===== config.mk =====
export PLATFORM = sky130hd
export DESIGN_NAME = wdt_top
export DESIGN_NICKNAME = d
export VERILOG_FILES = /design/src/rtl/wdt_pkg.sv /design/src/rtl/wdt_tick_gen.sv /design/src/rtl/wdt_countdown.sv /design/src/rtl/wdt_regs.sv /design/src/rtl/wdt_top.sv
export SDC_FILE = /design/constraint.sdc
export NUM_CORES = 1
export LEC_CHECK = 0
export BUFFER_PORTS_ARGS = -buffer_cell sky130_fd_sc_hd__buf_2
export CORE_MARGIN = 1
export CORE_UTILIZATION = 35
export CTS_CLUSTER_DIAMETER = 50
export DETAILED_ROUTE_END_ITERATION = 12
export SYNTH_ARGS = -nofsm -noshare
export SYNTH_HDL_FRONTEND = slang
export SYNTH_SLANG_ARGS = --single-unit

===== constraint.sdc =====
create_clock -name clk -period 2.8 [get_ports clk]
set_input_delay 0 -clock clk [delete_from_list [all_inputs] [get_ports clk]]
set_output_delay 0 -clock clk [all_outputs]
set_load 0.1 [all_outputs]

===== src/rtl/wdt_pkg.sv =====
package wdt_pkg;

  localparam int REG_AW = 4;
  localparam int DATA_W = 16;

  typedef enum logic [REG_AW-1:0] {
    RA_COUNT  = 4'd0,
    RA_PERIOD = 4'd1,
    RA_STATA  = 4'd2,
    RA_STATB  = 4'd3,
    RA_CTRLA  = 4'd4,
    RA_CTRLB  = 4'd5,
    RA_DIN    = 4'd6,
    RA_DOUT   = 4'd7,
    RA_MSGA   = 4'd8,
    RA_MSGB   = 4'd9,
    RA_SWIRQ  = 4'd10
  } reg_idx_e;

  // status A bit positions
  localparam int SA_EXPIRED = 0;
  localparam int SA_DIN_EV  = 1;
  localparam int SA_DOUT_EV = 2;
  localparam int SA_W       = 3;

  // status B bit positions
  localparam int SB_SECOND = 0;
  localparam int SB_BOOT   = 1;
  localparam int SB_W      = 2;

  // control A bit positions
  localparam int CA_HALT = 0;
  localparam int CA_LOCK = 1;
  localparam int CA_W    = 2;

  localparam logic [DATA_W-1:0] CTRLB_RST  = 16'h0008;
  localparam logic [7:0]        SWIRQ_RST  = 8'h03;
  localparam int                PERIOD_RST = 4;

endpackage


===== src/rtl/wdt_tick_gen.sv =====
module wdt_tick_gen #(
  parameter int TICK_CYCLES = 60_000_000,
  localparam int PW = (TICK_CYCLES > 1) ? $clog2(TICK_CYCLES) : 1
) (
  input  logic clk,
  input  logic rst_n,
  input  logic restart,
  input  logic run,
  output logic tick
);

  logic [PW-1:0] pre_q, pre_d;
  logic          last;

  assign last = (pre_q == PW'(TICK_CYCLES - 1));
  assign tick = run & last;

  always_comb begin
    pre_d = pre_q;
    if (restart)
      pre_d = '0;
    else if (run)
      pre_d = last ? '0 : pre_q + PW'(1);
  end

  always_ff @(posedge clk or negedge rst_n) begin
    if (!rst_n)
      pre_q <= '0;
    else
      pre_q <= pre_d;
  end

endmodule


===== src/rtl/wdt_countdown.sv =====
module wdt_countdown #(
  parameter int CNT_W = 10
) (
  input  logic             clk,
  input  logic             rst_n,
  input  logic             tick,
  input  logic             load,
  input  logic [CNT_W-1:0] period,
  output logic [CNT_W-1:0] count,
  output logic             first_hit,
  output logic             second_hit
);

  logic [CNT_W-1:0] cnt_q, cnt_d;
  logic             armed_q, armed_d;
  logic             expire;

  assign expire     = tick & ~load & (cnt_q == CNT_W'(1));
  assign first_hit  = expire & ~armed_q;
  assign second_hit = expire & armed_q;
  assign count      = cnt_q;

  always_comb begin
    cnt_d   = cnt_q;
    armed_d = armed_q;
    if (load) begin
      cnt_d   = period;
      armed_d = 1'b0;
    end else if (expire) begin
      cnt_d   = period;
      armed_d = 1'b1;
    end else if (tick && cnt_q != '0) begin
      cnt_d = cnt_q - CNT_W'(1);
    end
  end

  always_ff @(posedge clk or negedge rst_n) begin
    if (!rst_n) begin
      cnt_q   <= '0;
      armed_q <= 1'b0;
    end else begin
      cnt_q   <= cnt_d;
      armed_q <= armed_d;
    end
  end

endmodule


===== src/rtl/wdt_regs.sv =====
module wdt_regs
  import wdt_pkg::*;
#(
  parameter int CNT_W = 10
) (
  input  logic              clk,
  input  logic              rst_n,
  input  logic              reg_we,
  input  logic [REG_AW-1:0] reg_addr,
  input  logic [DATA_W-1:0] reg_wdata,
  output logic [DATA_W-1:0] reg_rdata,
  input  logic [CNT_W-1:0]  count,
  input  logic              first_hit,
  input  logic              second_hit,
  output logic [CNT_W-1:0]  period,
  output logic              halt,
  output logic              load
);

  logic [CNT_W-1:0]  per_q;
  logic [SA_W-1:0]   sa_q, sa_d;
  logic [SB_W-1:0]   sb_q, sb_d;
  logic [CA_W-1:0]   ca_q, ca_d;
  logic [DATA_W-1:0] cb_q;
  logic [7:0]        din_q, dout_q, msga_q, msgb_q, swirq_q;

  logic wr_per, wr_sa, wr_sb, wr_ca, wr_cb;
  logic wr_din, wr_dout, wr_msga, wr_msgb, wr_swirq;

  assign load     = reg_we & (reg_addr == RA_COUNT);
  assign wr_per   = reg_we & (reg_addr == RA_PERIOD);
  assign wr_sa    = reg_we & (reg_addr == RA_STATA);
  assign wr_sb    = reg_we & (reg_addr == RA_STATB);
  assign wr_ca    = reg_we & (reg_addr == RA_CTRLA);
  assign wr_cb    = reg_we & (reg_addr == RA_CTRLB);
  assign wr_din   = reg_we & (reg_addr == RA_DIN);
  assign wr_dout  = reg_we & (reg_addr == RA_DOUT);
  assign wr_msga  = reg_we & (reg_addr == RA_MSGA);
  assign wr_msgb  = reg_we & (reg_addr == RA_MSGB);
  assign wr_swirq = reg_we & (reg_addr == RA_SWIRQ);

  assign period = per_q;
  assign halt   = ca_q[CA_HALT];

  // status A: clear-by-one, event sets win over a clear in the same cycle
  always_comb begin
    sa_d = sa_q;
    if (wr_sa)
      sa_d = sa_q & ~reg_wdata[SA_W-1:0];
    if (first_hit || second_hit)
      sa_d[SA_EXPIRED] = 1'b1;
    if (wr_din)
      sa_d[SA_DIN_EV] = 1'b1;
    if (wr_dout)
      sa_d[SA_DOUT_EV] = 1'b1;
  end

  always_comb begin
    sb_d = sb_q;
    if (wr_sb)
      sb_d = sb_q & ~reg_wdata[SB_W-1:0];
    if (second_hit) begin
      sb_d[SB_SECOND] = 1'b1;
      sb_d[SB_BOOT]   = 1'b1;
    end
  end

  always_comb begin
    ca_d = ca_q;
    if (wr_ca) begin
      ca_d[CA_HALT] = reg_wdata[CA_HALT];
      ca_d[CA_LOCK] = ca_q[CA_LOCK] | reg_wdata[CA_LOCK];
    end
  end

  always_ff @(posedge clk or negedge rst_n) begin
    if (!rst_n) begin
      sa_q <= '0;
      sb_q <= '0;
      ca_q <= '0;
    end else begin
      sa_q <= sa_d;
      sb_q <= sb_d;
      ca_q <= ca_d;
    end
  end

  always_ff @(posedge clk or negedge rst_n) begin
    if (!rst_n) begin
      per_q   <= CNT_W'(PERIOD_RST);
      cb_q    <= CTRLB_RST;
      din_q   <= '0;
      dout_q  <= '0;
      msga_q  <= '0;
      msgb_q  <= '0;
      swirq_q <= SWIRQ_RST;
    end else begin
      if (wr_per)   per_q   <= reg_wdata[CNT_W-1:0];
      if (wr_cb)    cb_q    <= reg_wdata;
      if (wr_din)   din_q   <= reg_wdata[7:0];
      if (wr_dout)  dout_q  <= reg_wdata[7:0];
      if (wr_msga)  msga_q  <= reg_wdata[7:0];
      if (wr_msgb)  msgb_q  <= reg_wdata[7:0];
      if (wr_swirq) swirq_q <= reg_wdata[7:0];
    end
  end

  always_comb begin
    reg_rdata = '0;
    case (reg_addr)
      RA_COUNT:  reg_rdata = DATA_W'(count);
      RA_PERIOD: reg_rdata = DATA_W'(per_q);
      RA_STATA:  reg_rdata = DATA_W'(sa_q);
      RA_STATB:  reg_rdata = DATA_W'(sb_q);
      RA_CTRLA:  reg_rdata = DATA_W'(ca_q);
      RA_CTRLB:  reg_rdata = cb_q;
      RA_DIN:    reg_rdata = DATA_W'(din_q);
      RA_DOUT:   reg_rdata = DATA_W'(dout_q);
      RA_MSGA:   reg_rdata = DATA_W'(msga_q);
      RA_MSGB:   reg_rdata = DATA_W'(msgb_q);
      RA_SWIRQ:  reg_rdata = DATA_W'(swirq_q);
      default:   reg_rdata = '0;
    endcase
  end

endmodule


===== src/rtl/wdt_top.sv =====
module wdt_top #(
  parameter int TICK_CYCLES = 60_000_000,
  parameter int CNT_W       = 10
) (
  input  logic        clk,
  input  logic        rst_n,
  input  logic        no_reboot,
  input  logic        reg_we,
  input  logic [3:0]  reg_addr,
  input  logic [15:0] reg_wdata,
  output logic [15:0] reg_rdata,
  output logic        rst_req
);

  logic             tick;
  logic             load;
  logic             halt;
  logic [CNT_W-1:0] period;
  logic [CNT_W-1:0] cnt;
  logic             first_hit;
  logic             second_hit;
  logic             rst_d, rst_q;

  wdt_tick_gen #(.TICK_CYCLES(TICK_CYCLES)) u_tick (
    .clk     (clk),
    .rst_n   (rst_n),
    .restart (load),
    .run     (~halt),
    .tick    (tick)
  );

  wdt_countdown #(.CNT_W(CNT_W)) u_cnt (
    .clk        (clk),
    .rst_n      (rst_n),
    .tick       (tick),
    .load       (load),
    .period     (period),
    .count      (cnt),
    .first_hit  (first_hit),
    .second_hit (second_hit)
  );

  wdt_regs #(.CNT_W(CNT_W)) u_regs (
    .clk        (clk),
    .rst_n      (rst_n),
    .reg_we     (reg_we),
    .reg_addr   (reg_addr),
    .reg_wdata  (reg_wdata),
    .reg_rdata  (reg_rdata),
    .count      (cnt),
    .first_hit  (first_hit),
    .second_hit (second_hit),
    .period     (period),
    .halt       (halt),
    .load       (load)
  );

  assign rst_d = second_hit & ~no_reboot;

  always_ff @(posedge clk or negedge rst_n) begin
    if (!rst_n)
      rst_q <= 1'b0;
    else
      rst_q <= rst_d;
  end

  assign rst_req = rst_q;

endmodule


==> results.md, run 1 <==
- Counting every sink on the clock net gives 111.
- Of the available clock period, the critical path in the final layout requires 87.5%.
- The remaining antenna violation count after routing is 0.
- The fraction of registers with async set or reset after synthesis is 100%.
- The number of pins exceeding their max-slew limit in the final report is 0.
- The I/O pin total is 41.
- 0 antenna diodes ended up in the layout.
- The signed area change from the synthesized netlist to the final layout is 16.4%.
- The quantity of gates resized following cts is 0.
- Yosys mapped a number of flops with a built-in enable equal to 0.
- Once the clock tree was built, the setup fixing pass inserted 0 buffers.
- Static timing analysis puts the maximum clock frequency at 408 MHz.
- The largest net degree at the start of global routing is 65.
- The synthesized netlist contains 64 unique library cells.
- The cell sitting at the root of the clock tree is a clkbuf_16.
- Setup repair after global routing left no endpoint under its margin.
- The clock arrives with 0.00784 ns of skew.
- The highest fanout seen on the critical path is 18.
- In the synthesized netlist, mux cells make up 15.1% of the area.
- The clock insertion delay at the later pin of the skew report is 0.36 ns.
- The time the final worst path needs with I/O delays and setup is 2.45 ns.
- The die covers 16800 sq um.
- The most used flip-flop cell after synthesis is dfrtp_1.
- The relative slew slack is 45.6%.
- In this run the vertical extent of the chip is 130 um.
- The via count normalized by instance count is 5.39.
- The path class of the tightest hold or removal check is primary input to flop.
- The number of buffers created by CTS is 9.
- At the worst endpoint, the required time is 3.04 ns.
- For this run, the number of Yosys warnings is 0.
- The number of hold violations in the final report is 0.
- The number of nets in the synthesized netlist is 549.
- At the end of routability-driven placement, the weighted congestion stood at 0.814.
- The first-iteration detailed-routing DRC count is 256.
- The number of instances in the synthesized netlist is 521.
- The xor/xnor share of the synthesized area is 4.00%.
- The initialized floorplan defines 46 standard-cell rows.
- The final number of setup-violating endpoints is 0.
- Across the run, the number of max-cap violations was 0.
- For this block, the routed nets add up to 14100 um of wire.
- The core footprint is 15900 sq um.
- The synthesized netlist devotes 18.0% of its cell area to simple gates.
- STA puts the critical path data arrival time at 2.69 ns.
- The worst hold path depth is 2.
- The largest single stage delay on the critical path is 0.60 ns.
- The largest area contributor in the synthesized netlist is dfrtp_1.
- The detailed router placed 4335 vias in this run.
- The clock passes through at most 2 buffers.
- By area the synthesized netlist is led by dfrtp_1, mux2_2, xor2_1.
- For this design, the slowest cell found on the critical path is or4_4.
- The area share of the largest cell type after synthesis is 47.1%.
- The number of DRC violations after detailed routing is 0.
- For this design the ratio of total power to cell area is 668 nW/um^2.
- The first global-routing pass estimated 23200 um of wire.
- Adding up every negative setup slack in the final design gives 0 ns.
- After synthesis, the largest family of logic cells by area is simple AND/OR/NAND/NOR gates.
- The post-synthesis instance area is 5690 sq um.
- The standby leakage power is 2.89 nW.
- Counting instances in the post-synthesis netlist gives the leading cell types as dfrtp_1, mux2_2, nand2_1, nor2_1, nand3_1.
- TritonCTS built the clock tree.
- Summing the sequential cell areas from Yosys gives 48.9% of the chip area.
- The H-tree was split into 3 levels.
- After Yosys synthesis, full adders, half adders and majority gates account for 0.880% of the synthesized area.
- The die outline width is 130 um.
- The fill cell instance count of the final layout is 1594.
- For the pin with the worst max-slew slack, the measured transition is 0.796 ns.
- The number of instances in the placed design is 772.
- The critical path is of the flop to flop type.
- The net count reported at finish is 611.
- STA classifies the critical path startpoint as a flop.
- Global routing used 18.2% of the available tracks.
- Detailed placement finished with a half-perimeter wire length of 9900 um.
- The critical path goes through or4b_1 > or4_4 > nor2_8 > a31o_4 > buf_4 > o21ai_2.
- The most used standard cell by instance count after synthesis is dfrtp_1.
- The number of antenna violations at the first check in global routing is 0.
- For this run, the number of standard cells in the final layout without fillers is 804.
- The number of global-route vias before repair came to 4378.
- The per-cell routed wire length is 17.5 um.
- The worst-case reg-to-reg path depth is 6.
- The number of register bits inferred by synthesis is 111.
- Global routing finished with a remaining overflow of 0.
- The run finished with clean final reports.
- The first-pass detailed-route iteration total is 4.
- The post-route netlist has 30.1% of its cells at a drive strength greater than 1.
- The worst-case IR drop observed on VDD is 0.353 mV.
- During placement, the flow inserted port buffers numbering 40.
- After clock tree synthesis, the clock-pin slew on the worst setup and hold paths is 0.07 ns.
- The initial core utilization is 35.8%.
- A synthesized cell averages 10.9 sq um.
- The critical path endpoint category is a flop.
- The post-synthesis compound-gate area fraction is 10.4%.
per-stage QoR:
| stage | area (sq um) | total power [mW] | utilization, % | hold slack [ns] | setup WS, ns |
|---|---|---|---|---|---|
| 2_1_floorplan | 5700 | 2.94 | - | -0.296 | 0.330 |
| 3_3_place_gp | 6200 | 3.18 | 39.0 | 0.0663 | 0.413 |
| 3_5_place_dp | 6200 | 3.24 | 39.0 | 0.0752 | 0.364 |
| 4_1_cts | 6620 | 4.46 | 41.7 | 0.0382 | 0.349 |
| 5_1_grt | 6620 | 4.68 | 41.7 | 0.0599 | 0.229 |
| 6_report | 6620 | 4.42 | 41.7 | 0.0521 | 0.350 |
layout by cell type (no fill, tap or decap), types with 5 or more instances in the layout:
master and count:
clkbuf_16 9, nor2b_1 5, buf_2 39, a21oi_1 12, and3_1 9, nor2_1 43, buf_4 20, inv_1 6
nand4_1 10, mux2_2 69, dlygate4sd3_1 16, xnor2_1 5, nand3_1 26, o21ai_2 9, o21ai_0 14, xor2_1 21
dfrtp_1 107, nor3_1 12, nand2_1 43, mux2i_1 7, a22o_1 7, nand2_2 9, a31oi_1 5
registers in the layout, summed over array words and instances, names as in the netlist:
| name | count |
|---|---|
| rst_req | 1 |
| u_regs.msgb_q | 8 |
| u_regs.msga_q | 8 |
| u_regs.period | 10 |
| u_regs.cb_q | 16 |
| u_regs.sa_q | 3 |
| u_cnt.count | 10 |
| u_regs.swirq_q | 8 |
| u_regs.ca_q | 2 |
| u_regs.din_q | 8 |
| u_tick.pre_q | 26 |
| u_regs.sb_q | 2 |
| u_regs.dout_q | 8 |
| u_cnt.armed_q | 1 |
final cells by class:
class / instances / area (sq um) / area share, %
clock buffers: 11 / 233 / 3.51
flip-flops and latches: 111 / 2780 / 42.0
clock inverters: 5 / 32.5 / 0.491
repair buffers: 76 / 526 / 7.93
inverters: 6 / 22.5 / 0.340
multi-input cells: 379 / 2760 / 41.6
well taps: 216 / 270 / 4.08
cell families (layout without fill, tap and decap cells):
group | count (synthesis) | count (layout)
buf+inv | 31 | 98
compound gates | 82 | 82
flops | 111 | 111
simple gates | 190 | 190
mux | 77 | 77
xor+xnor | 26 | 26
fa+ha+maj | 4 | 4
worst max-delay path: cells and delay by family (launching register included):
| family | cells | cell delay [ns] |
|---|---|---|
| buf+inv | 1 | 0.29 |
| compound gates | 2 | 0.28 |
| flops | 1 | 0.41 |
| simple gates | 3 | 1.34 |
power breakdown:
part | total, mW | internal (mW) | switching [mW]
registers | 2.24 | 1.95 | 0.290
logic | 0.989 | 0.440 | 0.550
clock network | 1.20 | 0.607 | 0.589
layer usage:
layer	part of all wire, %	global-route usage (%)	vias up	wire length (um)
li1	-	-	2029	-
met1	46	24.3	2180	6420
met2	48	29.8	103	6720
met3	4.5	2.68	23	632
met4	2.0	7.18	0	286
met5	0	0	-	0
path summary, 6_finish.rpt:
kind,start,to,slack (ns)
worst max register to register,u_tick.pre_q[14],u_cnt.count[8],0.35
max in group asynchronous,rst_n,u_regs.swirq_q[1],1.79
worst max-delay path,u_tick.pre_q[14],u_cnt.count[8],0.35
worst min register to register,u_regs.sa_q[1],u_regs.sa_q[1],0.48
min in group asynchronous,rst_n,u_regs.dout_q[5],0.20
worst min-delay path,reg_wdata[0],u_regs.cb_q[0],0.05
repair_timing:
item / 4_1_cts / 5_1_grt
endpoints found under the hold margin: 100 / 0
endpoints found under the setup margin: 0 / 0
hold buffers: 16 / 0
No activity file was read; power rests on OpenSTA's default activity.
==> inputs of run 2 (changes only) <==
--- a/config.mk
+++ b/config.mk
@@ -5,11 +5,13 @@
 export SDC_FILE = /design/constraint.sdc
 export NUM_CORES = 1
 export LEC_CHECK = 0
+export ABC_AREA = 1
 export BUFFER_PORTS_ARGS = -buffer_cell sky130_fd_sc_hd__buf_2
 export CORE_MARGIN = 1
 export CORE_UTILIZATION = 35
 export CTS_CLUSTER_DIAMETER = 50
 export DETAILED_ROUTE_END_ITERATION = 12
+export GPL_ROUTABILITY_DRIVEN = 1
 export SYNTH_ARGS = -nofsm -noshare
 export SYNTH_HDL_FRONTEND = slang
 export SYNTH_SLANG_ARGS = --single-unit
==> run 2 against run 1 <==
- worst setup slack improved by 0.60 ns
- non-clock buffer count is 24 lower
- synthesized area rose by 3.5%
- cell count up 26%
- sequential share of layout area shrank 0.33 points
- combinational power fell by 11%
- utilization is 1.3 points lower
- count of clock-buffer cells in the layout fell by 2
- critical path type unchanged
==> results.md, run 2 <==
- The overall routing resource usage came to 17.5% (was 18.2%).
- The synthesized net count was 772 (was 549).
- The area taken by multi-input logic gates is 2660 sq um (was 2760 sq um).
- The net count reported at finish was 816 (was 611).
- The fill cell instance count of the final layout is 1714 (was 1594).
- The port buffer count is 40 (unchanged).
- The worst vdd rail ir drop came to 0.348 mV (was 0.353 mV).
- The final design utilization is 40.4% (was 41.7%).
- The wire length of the first global-routing pass is 24000 um (was 23200 um).
- The number of vias in the routed layout is 4986 (was 4335).
- Setup repair after global routing missed its margin: no (unchanged).
- The number of instances in the placed design is 987 (was 772).
- The quantity of gates resized following cts is 0 (unchanged).
- The number of pins exceeding their max-slew limit in the final report was 0 (unchanged).
- The first-iteration detailed-routing DRC count is 317 (was 256).
- The final weighted congestion in routability-driven placement came to 0.834 (was 0.814).
- The cell area after placement is 6270 sq um (was 6200 sq um).
- The die outline height came to 132 um (was 130 um).
- The number of DRC violations after detailed routing is 0 (unchanged).
- The post-synthesis instance area is 5890 sq um (was 5690 sq um).
- The CTS clock-pin slew for the worst setup and hold paths was 0.09 ns (was 0.07 ns).
- The register ranked first by flip-flop count is u_tick.pre_q (unchanged).
- The worst flop-to-flop path endpoint was u_cnt.count[9] (was u_cnt.count[8]).
- The area taken by flip-flops and latches came to 2780 sq um (unchanged).
- The per-cell routed wire length came to 14.4 um (was 17.5 um).
- The switching fraction of total power is 34.7% (was 32.3%).
- The initial core utilization was 35.6% (was 35.8%).
- The final wirelength came to 14600 um (was 14100 um).
- The total power density per cell area is 647 nW/um^2 (was 668 nW/um^2).
- The highest fanout seen on the critical path is 14 (was 18).
- The most used flip-flop cell after synthesis was dfrtp_1 (unchanged).
- The final clock skew came to 0.0105 ns (was 0.00784 ns).
- The number of buffers between clock root and the deepest sink is 2 (unchanged).
- The remaining antenna violation count after routing came to 0 (unchanged).
- The number of synthesized flops with an enable pin is 0 (unchanged).
- The number of global-route vias before repair came to 4657 (was 4378).
- The placed wire-length estimate is 10400 um (was 9900 um).
- The data arrival time at the worst-slack endpoint is 2.15 ns (was 2.69 ns).
- The count of unique library cells instantiated by Yosys is 39 (was 64).
- The I/O pin total is 41 (unchanged).
- The number of buffers created by CTS is 9 (unchanged).
- The number of warning messages in the yosys log is 0 (unchanged).
- The worst-case reg-to-reg path depth is 9 (was 6).
- The commonest non-fill, non-tap cell in the layout is nand2_1 (was dfrtp_1).
- The first-pass detailed-route iteration total is 5 (was 4).
- The share of cells above drive strength 1 is 13.2% (was 30.1%).
- The die area is 17400 sq um (was 16800 sq um).
- Critical path cell sequence: ha_1 > nand2_1 > nor2_4 > nand2_2 > nor2_4 > nand4_2 > nor2_1 > nand2_2 > nand3_2 (was or4b_1 > or4_4 > nor2_8 > a31o_4 > buf_4 > o21ai_2).
- The standby leakage power is 3.28 nW (was 2.89 nW).
- Commonest cells after routing, fill and taps aside: nand2_1, dfrtp_1, inv_1 (was dfrtp_1, mux2_2, nand2_1, nor2_1, buf_2).
- The critical path required time came to 3.11 ns (was 3.04 ns).
- The fraction of registers with async set or reset after synthesis is 100% (unchanged).
- The maximum clock rate is 541 MHz (was 408 MHz).
- The worst min-delay path class is primary input to flop (unchanged).
- The worst hold path depth is 3 (was 2).
- The core footprint is 16500 sq um (was 15900 sq um).
- The total power of the final layout was 4.32 mW (was 4.42 mW).
- The largest net degree at the start of global routing is 49 (was 65).
- The longest individual stage delay on the worst path is 0.39 ns (was 0.60 ns).
- The clock power share is 30.9% (was 27.0%).
- The number of antenna violations at the first check in global routing is 0 (unchanged).
- The kind of cell adding the most delay to the critical path is simple AND/OR/NAND/NOR gates (unchanged).
- Leading registers by flop count: u_tick.pre_q x26, u_regs.cb_q x16 (unchanged).
- The fraction of power consumed by sequential logic came to 48.7% (was 50.6%).
- The largest area contributor in the synthesized netlist is dfrtp_1 (unchanged).
- The destination of the worst hold path is u_regs.dout_q[6] (was u_regs.cb_q[0]).
- The share of total power in combinational logic was 20.4% (was 22.4%).
- The most used standard cell by instance count after synthesis is nand2_1 (was dfrtp_1).
- The startpoint of the lowest-slack register-to-register path is u_tick.pre_q[1] (was u_tick.pre_q[14]).
- The number of instances in the synthesized netlist is 744 (was 521).
- The CTS tree is built (unchanged).
- The portion of the clock cycle consumed by the worst path in the final layout was 66.0% (was 87.5%).
- Synth top area cells: dfrtp_1, nand2_1, o21ai_0 (was dfrtp_1, mux2_2, xor2_1).
- The row count is 47 (was 46).
- The post-route cell area is 6680 sq um (was 6620 sq um).
- The worst-path cell with the longest stage delay is dfrtp_1 (was or4_4).
- The clock insertion delay at the later pin of the skew report was 0.36 ns (about the same).
- The startpoint of the most critical hold path is reg_wdata[6] (was reg_wdata[0]).
- The internal cell power is 2.82 mW (was 2.99 mW).
- The number of hold violations in the final report is 0 (unchanged).
- The synthesized area divided by synthesized cell count is 7.92 sq um (was 10.9 sq um).
- The portion of the post-synthesis area used by sequential elements is 47.2% (was 48.9%).
- Outcome: complete, no violations (unchanged).
- The flop-to-flop setup slack is 0.95 ns (was 0.35 ns).
- The flip-flop count of the largest register after layout is 26 (unchanged).
- The number of register bits inferred by synthesis is 111 (unchanged).
- List of most frequent post-synthesis cells: nand2_1, dfrtp_1, inv_1 (was dfrtp_1, mux2_2, nand2_1, nor2_1, nand3_1).
- The signed area change from the synthesized netlist to the final layout was 13.4% (was 16.4%).
- The number of non-filler instances in the completed layout is 1013 (was 804).
- The total number of clock tree sinks is 111 (unchanged).
- The setup TNS came to 0 ns (unchanged).
- The type of the setup path with the least slack was flop to flop (unchanged).
- The critical path endpoint category was a flop (unchanged).
- The number of levels the H-tree was split into is 3 (unchanged).
- The die outline width is 132 um (was 130 um).
- The residual overflow from global routing came to 0 (unchanged).
- The net switching power is 1.50 mW (was 1.43 mW).
- The area share of the largest cell type after synthesis is 45.5% (was 47.1%).
- The time the final worst path needs with I/O delays and setup is 1.85 ns (was 2.45 ns).
- The worst setup path startpoint is u_tick.pre_q[1] (was u_tick.pre_q[14]).
- The count of max-cap constraint violations was 0 (unchanged).
- The measured slew at the worst slew-check pin was 0.940 ns (was 0.796 ns).
- The via count normalized by instance count came to 4.92 (was 5.39).
- The final number of setup-violating endpoints came to 0 (unchanged).
- The buffers plus inverters on the worst setup path was 0 (was 1).
- The category of the worst setup path launch point is a flop (unchanged).
- The root buffer cell is clkbuf_16 (unchanged).
- The relative slew slack was 37.2% (was 45.6%).
- The antenna diode instance count is 0 (unchanged).
run 2: power by group through the flow:
stage               clock network (mW)  logic [mW]  registers [mW]
detailed placement                   0       0.876            2.13
CTS                               1.37       0.890            2.10
global route                      1.42       0.992            2.14
global placement                     0       0.864            2.13
floorplan                            0       0.699            2.08
finish                            1.33       0.881            2.11
run 2: kinds of logic after synthesis:
logic type	after synthesis	synth area share [%]
XOR/XNOR	17	2.53
AND/OR/NAND/NOR	376	29.0
AO/OA/AOI/OAI	131	12.7
flip-flops	111	47.2
adder cells (fa/ha/maj)	4	0.850
buffers and inverters	105	7.65
run 2: layout make-up:
class / count / share of cell area (%)
clock buffers: 9 / 3.37
clock inverters: 7 / 1.26
inverters: 86 / 4.84
multi-input cells: 528 / 39.8
flip-flops and latches: 111 / 41.7
well taps: 220 / 4.12
repair buffers: 52 / 4.95
run 2: repair_timing:
action	4_1_cts	5_1_grt
endpoints found under the hold margin	47	0
hold buffers	10	0
endpoints found under the setup margin	0	0
buffers inserted	0	0
run 2: worst reg2reg max path: stages, from the launching register on:
cell and delay [ns]:
dfrtp_1 0.39, ha_1 0.18, nand2_1 0.10, nor2_4 0.12
nand2_2 0.10, nor2_4 0.16, nand4_2 0.35, nor2_1 0.24
nand2_2 0.07, nand3_2 0.07
run 2: worst max path at each step:
stage / to / slack [ns] / depth (start not counted)
floorplan: reg_rdata[8] / 0.90 / 2
global placement: u_regs.cb_q[14] / 0.85 / 8
detailed placement: u_regs.cb_q[8] / 0.71 / 7
CTS: u_cnt.count[9] / 0.91 / 9
global route: u_cnt.count[9] / 0.75 / 9
finish: u_cnt.count[9] / 0.95 / 9
run 2: stage by stage:
stage	setup WS, ns	hold slack (ns)
3_3_place_gp	0.848	0.0137
4_1_cts	0.909	0.00222
6_report	0.952	0.00342
2_1_floorplan	0.896	-0.296
5_1_grt	0.745	0.00610
3_5_place_dp	0.714	0.0190
run 2: routing by layer:
metal	vias up	part of all wire, %	track usage, %
met5	-	0	0
met4	0	1.3	5.04
met3	13	3.9	3.32
met2	106	46	28.1
met1	2358	49	23.9
li1	2509	-	-
==> inputs of run 3 (changes only) <==
--- a/config.mk
+++ b/config.mk
@@ -5,7 +5,7 @@
 export SDC_FILE = /design/constraint.sdc
 export NUM_CORES = 1
 export LEC_CHECK = 0
-export ABC_AREA = 1
+export ABC_AREA = 0
 export BUFFER_PORTS_ARGS = -buffer_cell sky130_fd_sc_hd__buf_2
 export CORE_MARGIN = 1
 export CORE_UTILIZATION = 35
==> constraint.sdc (replaced) <==
create_clock -name clk -period 1.9 [get_ports clk]
set_input_delay 0 -clock clk [delete_from_list [all_inputs] [get_ports clk]]
set_output_delay 0 -clock clk [all_outputs]
set_load 0.1 [all_outputs]
==> run 3 against run 2 <==
- the run now ends with setup timing left
- clock skew is 0.0012 ns lower
- non-clock buffer count is 93 higher
- fmax is 18% lower
- utilization is 8.0 points higher
- power is 64% higher
- global-route usage is 1.6 points higher
- combinational power is 120% higher
- count of clock-buffer cells in the layout stayed put
- cell count is 14% lower
- critical endpoint is now u_tick.pre_q[5]
==> results.md, run 3 (synthesized netlist as in run 1, its figures left out) <==
- Outcome: finished with violations (was complete, no violations).
- The final reports fail on setup timing.
- The placed wire-length estimate is 10800 um (was 10400 um).
- The number of DRC violations after detailed routing is 0 (unchanged).
- Commonest cells after routing, fill and taps aside: dfrtp_1, buf_4, mux2_2 (was nand2_1, dfrtp_1, inv_1).
- The signed area change from the synthesized netlist to the final layout is 35.2% (was 13.4%).
- The first-iteration detailed-routing DRC count came to 360 (was 317).
- The per-cell routed wire length was 17.0 um (was 14.4 um).
- The number of levels the H-tree was split into came to 3 (unchanged).
- The data arrival time at the worst-slack endpoint is 2.50 ns (was 2.15 ns).
- The type of the setup path with the least slack is flop to flop (unchanged).
- The net count reported at finish is 680 (was 816).
- The row count is 46 (was 47).
- The root buffer cell is clkbuf_16 (unchanged).
- The final wirelength is 14800 um (was 14600 um).
- The worst vdd rail ir drop is 0.641 mV (was 0.348 mV).
- The final weighted congestion in routability-driven placement is 0.840 (was 0.834).
- The time the final worst path needs with I/O delays and setup is 2.25 ns (was 1.85 ns).
- The number of hold violations in the final report is 0 (unchanged).
- The number of pins exceeding their max-slew limit in the final report came to 0 (unchanged).
- The portion of the clock cycle consumed by the worst path in the final layout came to 118% (was 66.0%).
- The flip-flop count of the largest register after layout is 26 (unchanged).
- The CTS clock-pin slew for the worst setup and hold paths is 0.08 ns (was 0.09 ns).
- The core footprint is 15900 sq um (was 16500 sq um).
- The share of cells above drive strength 1 is 42.3% (was 13.2%).
- The number of global-route vias before repair is 4664 (was 4657).
- The net switching power is 2.32 mW (was 1.50 mW).
- The share of total power in combinational logic is 27.8% (was 20.4%).
- The number of buffers between clock root and the deepest sink is 2 (unchanged).
- Leading registers by flop count: u_tick.pre_q x26, u_regs.cb_q x16 (unchanged).
- The total number of clock tree sinks came to 111 (unchanged).
- Critical path cell sequence: or4b_4 > or4_4 > buf_4 > nor3_4 > or2_4 > clkbuf_16 > nor2_1 (was ha_1 > nand2_1 > nor2_4 > nand2_2 > nor2_4 > nand4_2 > nor2_1 > nand2_2 > nand3_2).
- The internal cell power came to 4.78 mW (was 2.82 mW).
- The highest fanout seen on the critical path is 8 (was 14).
- The final clock skew is 0.00933 ns (was 0.0105 ns).
- The die area is 16800 sq um (was 17400 sq um).
- The die outline width is 130 um (was 132 um).
- The smallest hold slack is 0.0402 ns (was 0.00342 ns).
- Setup repair after global routing missed its margin: yes (was no).
- The critical path endpoint category is a flop (unchanged).
- The standby leakage power is 3.38 nW (was 3.28 nW).
- The CTS tree is built (unchanged).
- The worst min-delay path class was primary input to flop (unchanged).
- The initial core utilization is 35.8% (was 35.6%).
- The die outline height is 130 um (was 132 um).
- The global-route met2 utilization is 31.5% (was 28.1%).
- The global routing met3 resource utilization is 2.44% (was 3.32%).
- The total power density per cell area is 924 nW/um^2 (was 647 nW/um^2).
- The final critical-path setup slack is -0.346 ns (was 0.952 ns).
- The longest individual stage delay on the worst path is 0.54 ns (was 0.39 ns).
- The commonest non-fill, non-tap cell in the layout is dfrtp_1 (was nand2_1).
- The setup TNS is -9.13 ns (was 0 ns).
- The port buffer count came to 40 (unchanged).
- The I/O pin total is 41 (unchanged).
- The relative slew slack is 64.2% (was 37.2%).
- The global-route track usage on met1 is 25.8% (was 23.9%).
- The fill cell instance count of the final layout is 1487 (was 1714).
- The maximum clock rate is 445 MHz (was 541 MHz).
- The number of antenna violations at the first check in global routing is 0 (unchanged).
- The largest net degree at the start of global routing came to 47 (was 49).
- The count of max-cap constraint violations is 0 (unchanged).
- The number of buffers created by CTS is 9 (unchanged).
- The final number of setup-violating endpoints is 36 (was 0).
- The first-pass detailed-route iteration total was 5 (unchanged).
- The antenna diode instance count came to 0 (unchanged).
- The wire length of the first global-routing pass is 24400 um (was 24000 um).
- The category of the worst setup path launch point is a flop (unchanged).
- The number of vias in the routed layout is 4603 (was 4986).
- The via count normalized by instance count is 5.27 (was 4.92).
- The fraction of power consumed by sequential logic is 45.4% (was 48.7%).
- The clock power share is 26.8% (was 30.9%).
- The measured slew at the worst slew-check pin is 0.533 ns (was 0.940 ns).
- The highest-utilization routing layer at the global route stage is met2 (unchanged).
- The register ranked first by flip-flop count is u_tick.pre_q (unchanged).
- The critical path required time was 2.16 ns (was 3.11 ns).
- The remaining antenna violation count after routing is 0 (unchanged).
- The worst-path cell with the longest stage delay is or4b_4 (was dfrtp_1).
- The residual overflow from global routing is 0 (unchanged).
- The clock insertion delay at the later pin of the skew report was 0.36 ns (about the same).
- The overall routing resource usage is 19.1% (was 17.5%).
- The switching fraction of total power came to 32.7% (was 34.7%).
-- run 3: per-stage QoR --
step	cell area [sq um]	power, mW	setup WS [ns]	instances	util [%]
2_1_floorplan	5810	4.38	-0.341	521	-
3_3_place_gp	7000	5.07	-0.296	836	44.1
3_5_place_dp	7000	5.15	-0.316	836	44.1
4_1_cts	7540	7.11	-0.325	870	47.5
5_1_grt	7690	7.48	-0.433	873	48.4
6_report	7690	7.10	-0.346	873	48.4
-- run 3: path summary, 6_finish.rpt --
check / from / end / slack [ns] / cells past startpoint
min in group asynchronous: rst_n / u_tick.pre_q[8] / 0.10 / 2
max reg2reg: u_tick.pre_q[14] / u_tick.pre_q[5] / -0.35 / 7
min: reg_wdata[0] / u_regs.sb_q[0] / 0.04 / 4
max in group asynchronous: rst_n / u_regs.period[2] / 1.19 / 3
max: u_tick.pre_q[14] / u_tick.pre_q[5] / -0.35 / 7
min reg2reg: u_regs.sa_q[2] / u_regs.sa_q[2] / 0.49 / 2
-- run 3: cell type report --
type                            count  area, sq um  share of cell area, %
Sequential cell                   111         2790                   36.2
Timing Repair Buffer              145         1380                   18.0
Clock buffer                        9          225                   2.93
Inverter                            6         22.5                  0.293
Clock inverter                      7         77.6                   1.01
Multi-Input combinational cell    379         2930                   38.1
Tap cell                          216          270                   3.51
-- run 3: repair_timing --
item | in CTS | in global routing
endpoints found under the setup margin | 41 | 40
endpoints found under the hold margin | 158 | 0
pin swaps | 8 | 16
cloned | 1 | 1
hold buffers | 16 | 0
buffers inserted | 1 | 4
resized for setup | 10 | 40
-- run 3: power groups by stage --
stage	clock network [mW]	registers (mW)	logic [mW]
3_3_place_gp	0	3.22	1.84
5_1_grt	2.05	3.29	2.14
2_1_floorplan	0	3.20	1.18
6_report	1.91	3.22	1.97
4_1_cts	1.96	3.21	1.94
3_5_place_dp	0	3.25	1.90
-- run 3: layer usage --
layer,part of all wire [%],vias to the layer above
met5,0,-
li1,-,2164
met3,3.8,20
met4,1.5,0
met1,46,2303
met2,49,116
-- run 3: critical path, delay by kind of cell (launching register included) --
family	cells	cell delay, ns
flops	1	0.39
buf+inv	2	0.32
simple gates	5	1.44
